File: src/rtl/mix_sel_pkg.sv
package mix_sel_pkg;

  typedef enum logic [1:0] {
    SEL_BAL  = 2'b00,
    SEL_RD   = 2'b01,
    SEL_WR   = 2'b10,
    SEL_RSVD = 2'b11
  } arb_sel_e;

  // Constant factors of the band tests, each realised as shift/add.
  localparam int unsigned HEADROOM = 3;

endpackage

File: src/rtl/mix_sat_counter.sv
module mix_sat_counter #(
  parameter int unsigned CNT_W = 16
) (
  input  logic             clk,
  input  logic             rst_n,
  input  logic             inc_i,
  input  logic             clr_i,
  output logic [CNT_W-1:0] cnt_o,
  output logic [CNT_W-1:0] tot_o
);

  localparam logic [CNT_W-1:0] CNT_MAX = {CNT_W{1'b1}};

  logic [CNT_W-1:0] cnt_q;
  logic [CNT_W-1:0] cnt_d;
  logic [CNT_W-1:0] tot;
  logic             cnt_en;

  // Total including this cycle's pulse, held at the ceiling.
  always_comb begin
    if (inc_i && (cnt_q != CNT_MAX)) tot = cnt_q + CNT_W'(1);
    else                             tot = cnt_q;
  end

  always_comb begin
    cnt_en = inc_i | clr_i;
    cnt_d  = clr_i ? '0 : tot;
  end

  always_ff @(posedge clk or negedge rst_n) begin
    if (!rst_n)      cnt_q <= '0;
    else if (cnt_en) cnt_q <= cnt_d;
  end

  assign cnt_o = cnt_q;
  assign tot_o = tot;

  p_no_wrap_r10: assert property (@(posedge clk) disable iff (!rst_n)
    !clr_i |=> (cnt_q >= $past(cnt_q)));

  p_sat_hold_r10: assert property (@(posedge clk) disable iff (!rst_n)
    ((cnt_q == CNT_MAX) && !clr_i) |=> (cnt_q == CNT_MAX));

  p_clear_r2: assert property (@(posedge clk) disable iff (!rst_n)
    clr_i |=> (cnt_q == '0));

endmodule

File: src/rtl/mix_window_timer.sv
module mix_window_timer #(
  parameter int unsigned PERIOD = 10000
) (
  input  logic clk,
  input  logic rst_n,
  output logic last_o
);

  localparam int unsigned TMR_W = (PERIOD > 2) ? $clog2(PERIOD) : 1;
  localparam logic [TMR_W-1:0] TMR_LAST = TMR_W'(PERIOD - 1);

  logic [TMR_W-1:0] tmr_q;
  logic [TMR_W-1:0] tmr_d;
  logic             at_last;

  always_comb begin
    at_last = (tmr_q == TMR_LAST);
    tmr_d   = at_last ? '0 : tmr_q + TMR_W'(1);
  end

  always_ff @(posedge clk or negedge rst_n) begin
    if (!rst_n) tmr_q <= '0;
    else        tmr_q <= tmr_d;
  end

  assign last_o = at_last;

  p_restart_r2: assert property (@(posedge clk) disable iff (!rst_n)
    at_last |=> (tmr_q == '0));

  p_single_end_r2: assert property (@(posedge clk) disable iff (!rst_n)
    at_last |=> !at_last);

endmodule

File: src/rtl/mix_ratio_band.sv
module mix_ratio_band
  import mix_sel_pkg::*;
#(
  parameter int unsigned CNT_W = 16
) (
  input  logic [CNT_W-1:0] rd_i,
  input  logic [CNT_W-1:0] wr_i,
  output logic             hi_o,
  output logic             lo_o,
  output logic             any_o
);

  localparam int unsigned EXT_W = CNT_W + HEADROOM;

  logic [EXT_W-1:0] rd_x;
  logic [EXT_W-1:0] wr_x;
  logic [EXT_W-1:0] rd_x5;
  logic [EXT_W-1:0] wr_x6;
  logic [EXT_W-1:0] wr_x4;

  always_comb begin
    rd_x  = {{HEADROOM{1'b0}}, rd_i};
    wr_x  = {{HEADROOM{1'b0}}, wr_i};
    rd_x5 = (rd_x << 2) + rd_x;
    wr_x6 = (wr_x << 2) + (wr_x << 1);
    wr_x4 = (wr_x << 2);
    hi_o  = (rd_x5 > wr_x6);
    lo_o  = (rd_x5 < wr_x4);
    any_o = (rd_i != '0) || (wr_i != '0);
  end

endmodule

File: src/rtl/mix_arb_selector.sv
module mix_arb_selector
  import mix_sel_pkg::*;
#(
  parameter int unsigned PERIOD = 10000,
  parameter int unsigned CNT_W  = 16
) (
  input  logic       clk,
  input  logic       rst_n,
  input  logic       rd_new_i,
  input  logic       wr_new_i,
  input  logic       retry_i,
  output logic [1:0] sel_o,
  output logic       upd_o
);

  logic             win_end;
  logic             rd_inc;
  logic             wr_inc;
  logic [CNT_W-1:0] rd_cnt;
  logic [CNT_W-1:0] wr_cnt;
  logic [CNT_W-1:0] rd_tot;
  logic [CNT_W-1:0] wr_tot;
  logic             band_hi;
  logic             band_lo;
  logic             band_any;
  arb_sel_e         sel_q;
  arb_sel_e         sel_d;
  logic             sel_en;
  logic             upd_q;

  mix_window_timer #(.PERIOD(PERIOD)) u_timer (
    .clk   (clk),
    .rst_n (rst_n),
    .last_o(win_end)
  );

  assign rd_inc = rd_new_i & ~retry_i;
  assign wr_inc = wr_new_i & ~retry_i;

  mix_sat_counter #(.CNT_W(CNT_W)) u_rd_cnt (
    .clk  (clk),
    .rst_n(rst_n),
    .inc_i(rd_inc),
    .clr_i(win_end),
    .cnt_o(rd_cnt),
    .tot_o(rd_tot)
  );

  mix_sat_counter #(.CNT_W(CNT_W)) u_wr_cnt (
    .clk  (clk),
    .rst_n(rst_n),
    .inc_i(wr_inc),
    .clr_i(win_end),
    .cnt_o(wr_cnt),
    .tot_o(wr_tot)
  );

  mix_ratio_band #(.CNT_W(CNT_W)) u_band (
    .rd_i (rd_tot),
    .wr_i (wr_tot),
    .hi_o (band_hi),
    .lo_o (band_lo),
    .any_o(band_any)
  );

  always_comb begin
    sel_en = win_end & band_any;
    if (band_hi)      sel_d = SEL_RD;
    else if (band_lo) sel_d = SEL_WR;
    else              sel_d = SEL_BAL;
  end

  always_ff @(posedge clk or negedge rst_n) begin
    if (!rst_n)      sel_q <= SEL_BAL;
    else if (sel_en) sel_q <= sel_d;
  end

  always_ff @(posedge clk or negedge rst_n) begin
    if (!rst_n) upd_q <= 1'b0;
    else        upd_q <= win_end;
  end

  assign sel_o = sel_q;
  assign upd_o = upd_q;

  p_sel_only_on_strobe_r2: assert property (@(posedge clk) disable iff (!rst_n)
    !upd_q |-> $stable(sel_q));

  p_legal_code_r11: assert property (@(posedge clk) disable iff (!rst_n)
    sel_q != SEL_RSVD);

  p_keep_on_idle_r7: assert property (@(posedge clk) disable iff (!rst_n)
    (win_end && (rd_tot == '0) && (wr_tot == '0)) |=> $stable(sel_q));

  p_retry_ignored_r8: assert property (@(posedge clk) disable iff (!rst_n)
    (retry_i && !win_end) |=> ((rd_cnt == $past(rd_cnt)) && (wr_cnt == $past(wr_cnt))));

  p_bands_disjoint_r5: assert property (@(posedge clk) disable iff (!rst_n)
    !(band_hi && band_lo));

  p_no_write_reads_r6: assert property (@(posedge clk) disable iff (!rst_n)
    (win_end && (wr_tot == '0) && (rd_tot != '0)) |=> (sel_q == SEL_RD));

endmodule

File: config.mk
export PLATFORM = sky130hd
export DESIGN_NAME = mix_arb_selector
export DESIGN_NICKNAME = d
export VERILOG_FILES = /design/src/rtl/mix_sel_pkg.sv /design/src/rtl/mix_sat_counter.sv /design/src/rtl/mix_window_timer.sv /design/src/rtl/mix_ratio_band.sv /design/src/rtl/mix_arb_selector.sv
export SDC_FILE = /design/constraint.sdc
export NUM_CORES = 1
export LEC_CHECK = 0
export ABC_CLOCK_PERIOD_IN_PS = 16190
export BUFFER_PORTS_ARGS = -buffer_cell sky130_fd_sc_hd__buf_2
export CORE_MARGIN = 1
export CORE_UTILIZATION = 35
export CTS_BUF_LIST = sky130_fd_sc_hd__clkbuf_4 sky130_fd_sc_hd__clkbuf_8
export DETAILED_ROUTE_END_ITERATION = 10
export PLACE_DENSITY = 0.6
export SYNTH_ARGS = -nofsm -noshare
export SYNTH_HDL_FRONTEND = slang
export SYNTH_SLANG_ARGS = --single-unit
File: constraint.sdc
create_clock -name clk -period 16.19 [get_ports clk]
set_clock_uncertainty 0.2 [all_clocks]
set_input_delay 3.238 -clock clk [delete_from_list [all_inputs] [get_ports clk]]
set_output_delay 3.238 -clock clk [all_outputs]
set_load 0.03 [all_outputs]
==> impl_metrics.yaml <==
finish:
  antennaDiodeCount: 0
  num-nets-final: 677
  multi_input_area_mm2: 0.00367
  final_util: 0.389
  seq_area_mm2: 0.00123
  nFillCells: 1438
  layout-drive-gt1-share: 0.0831
  area_growth_pct: 7.01
sta:
  final_max_slew_viol_count: 0
  fmax_mhz: 118
  slew_headroom: 0.417
  tightest_slew_ns: 0.872
  fin_setup_tns_ns: 0
  period_minus_slack_ns: 8.46
  hold_violations: 0
  setup_slack_ns: 7.73
  timing.hold.ws_ns: 0.294
  setup_viol: 0
  finalCritPeriodShare: 0.523
  rsz0062_at_grt: "no"
floorplan:
  coreArea_mm2: 0.0140
  chipWidth_um: 123
  dieArea_mm2: 0.0151
  rows: 43
  die_h_um: 123
  ios: 8
  start_util: 0.364
yosys:
  ys_types: 75
  synth.most_common_cell: "ha_1"
  netlist_top_cells_count: "69 x ha_1, 61 x nor2_1, 49 x dfrtp_1, 37 x inv_1, 34 x nand2_1"
  async_flop_share: 1.00
  yosys.area.top_type: "dfrtp_1"
  ys_warn_count: 0
  synth_top_cell_area_share: 0.240
  yosys_register_bits: 49
  netlist_area_mm2: 0.00510
  synth_seq_area_share: 0.240
  syn_nets: 669
  syn_area_per_cell_um2: 8.61
  synth-edff-count: 0
  synth_flop_cell: "dfrtp_1"
  synthTopCellsByArea: "dfrtp_1 24%, ha_1 17%, xnor2_1 5.5%"
  netlist_instances: 593
global_route:
  antenna_found_initial: 0
  grtUsageMet1: 0.245
  grt_pass1_wl_um: 20900
  grtUsageTotal: 0.179
  grt_pass1_vias: 4219
  grt_use_met3: 0.0339
  grt_busiest_layer: "met2"
  grt-ovfl-total: 0
  grt_max_degree: 50
  grt_use_met2: 0.289
setup_path:
  cpPeakStageDelay_ns: 0.50
  start_kind: "input pin"
  r2r-start: "u_rd_cnt.cnt_o[8]"
  slowest_stage: "mux2i_1"
  path_cells: "buf_2, nand2b_1, a31oi_1, mux2i_1, inv_1, ha_1, a21oi_1, o21ai_0, o22a_1, a221o_1, o21ai_2, or4b_1, a21oi_2, xnor2_1, ha_1, a21o_1, a21o_1, a21oi_1, o221ai_1, a221oi_1, o221ai_1, a221o_1, o31ai_1"
  critPathMaxFanout: 6
  cp-end-kind: "flip-flop"
  critical_path_class: "in -> reg"
  cp.required_ns: 16.23
  critPathLaunch: "retry_i"
  critPathArrivalTime_ns: 8.50
clock_network:
  cts_resized: 0
  cts_root_buf: "clkbuf_8"
  numCtsBuffers: 5
  htreeDepth: 2
  clk_pin_slew_worst_paths_ns: 0.10
  post-cts-setup-buffers: 0
  clk_latency_ns: 0.33
  cts_tree: "yes"
  cts_buffer_depth: 2
  cts_hold_buf: 0
  cts_sinks: 49
placement:
  dpl_worst_slack_ns: 7.37
  hpwl_um: 9990
  routabilityCongestion: 0.977
  portBuffers: 7
routing:
  vias: 4457
  first_pass_iters: 5
  drt-total-wl_um: 12700
  via_per_inst: 5.70
  routed_wire_length_per_instance_um: 16.3
  drc: 0
  postRouteAntennaNets: 0
  first_iter_violations: 319
power:
  powerDensity_mw_per_mm2: 156
  vdd_drop_max_uv: 76.8
  p_leak_nw: 2.72
  total_power_w: 0.000851
run_status:
  outcome: "completed"
flow_run:
  max_cap_violations: 0
worst_hold_path:
  hp-class: "reg -> reg"
  hp-start: "u_timer.tmr_q[0]"
[critical path, delay by kind of cell]
| family | cells | cell delay (ns) |
|---|---|---|
| xor gates and xnor gates | 1 | 0.10 |
| and+or+nand+nor | 2 | 0.64 |
| muxes | 1 | 0.50 |
| AOI/OAI and AO/OA | 15 | 3.22 |
| buffers and inverters | 2 | 0.30 |
| adders and majority gates | 2 | 0.51 |
[metal layers]
metal,part of all wire,up-vias
li1,-,2200
met1,0.50,2140
met2,0.45,106
met3,0.046,11
met4,0.010,0
met5,0,-
[cell families (layout without fill, tap and decap cells)]
logic type / count (synthesis) / count (layout) / share of synthesized area
flops: 49 / 49 / 0.240
xor+xnor: 62 / 62 / 0.112
fa+ha+maj: 71 / 71 / 0.177
mux: 3 / 3 / 0.00613
buf+inv: 51 / 60 / 0.0417
simple gates: 236 / 236 / 0.249
compound gates: 121 / 121 / 0.174
[path summary, 6_finish.rpt]
check	slack, ns	to	cells past startpoint
max	7.73	sel_o[1]	23
min in group asynchronous	2.81	sel_o[1]	2
max in group asynchronous	12.52	u_rd_cnt.cnt_o[8]	2
min reg2reg	0.29	u_timer.tmr_q[0]	1
max reg2reg	9.92	sel_o[1]	24
min	0.29	u_timer.tmr_q[0]	1
[sequential cells by signal, summed over array words and instances (netlist names)]
signal,count
sel_o,2
u_rd_cnt.cnt_o,16
u_timer.tmr_q,14
u_wr_cnt.cnt_o,16
upd_o,1
[cell type report]
cell class / instances / share of cell area
clock inverter: 3 / 0.00802
timing repair buffer: 13 / 0.0147
tap: 180 / 0.0412
clock buffer: 5 / 0.0126
inverter: 39 / 0.0268
multi-input combinational: 493 / 0.672
sequential: 49 / 0.224
[through the flow]
step	cell area, um2	cells
6_report	5460	782
5_1_grt	5460	782
4_1_cts	5460	782
3_5_place_dp	5350	774
3_3_place_gp	5350	774
2_1_floorplan	5100	593
[power breakdown]
| part | switching (W) | total, W | internal [W] |
|---|---|---|---|
| logic | 0.000327 | 0.000587 | 0.000260 |
| registers | 0.0000288 | 0.000168 | 0.000139 |
| clock network | 0.0000493 | 0.0000958 | 0.0000464 |
[layout by cell type (no fill, tap or decap), types with 16 or more instances in the layout]
cell      n
nand4_1  22
nor2_1   61
dfrtp_1  49
ha_1     69
nor3_1   16
xnor2_1  32
nand3_1  25
a21oi_1  25
inv_1    37
a21o_1   24
xor2_1   28
nand2_1  34
Note: power is estimated with default switching activity, not from simulation.
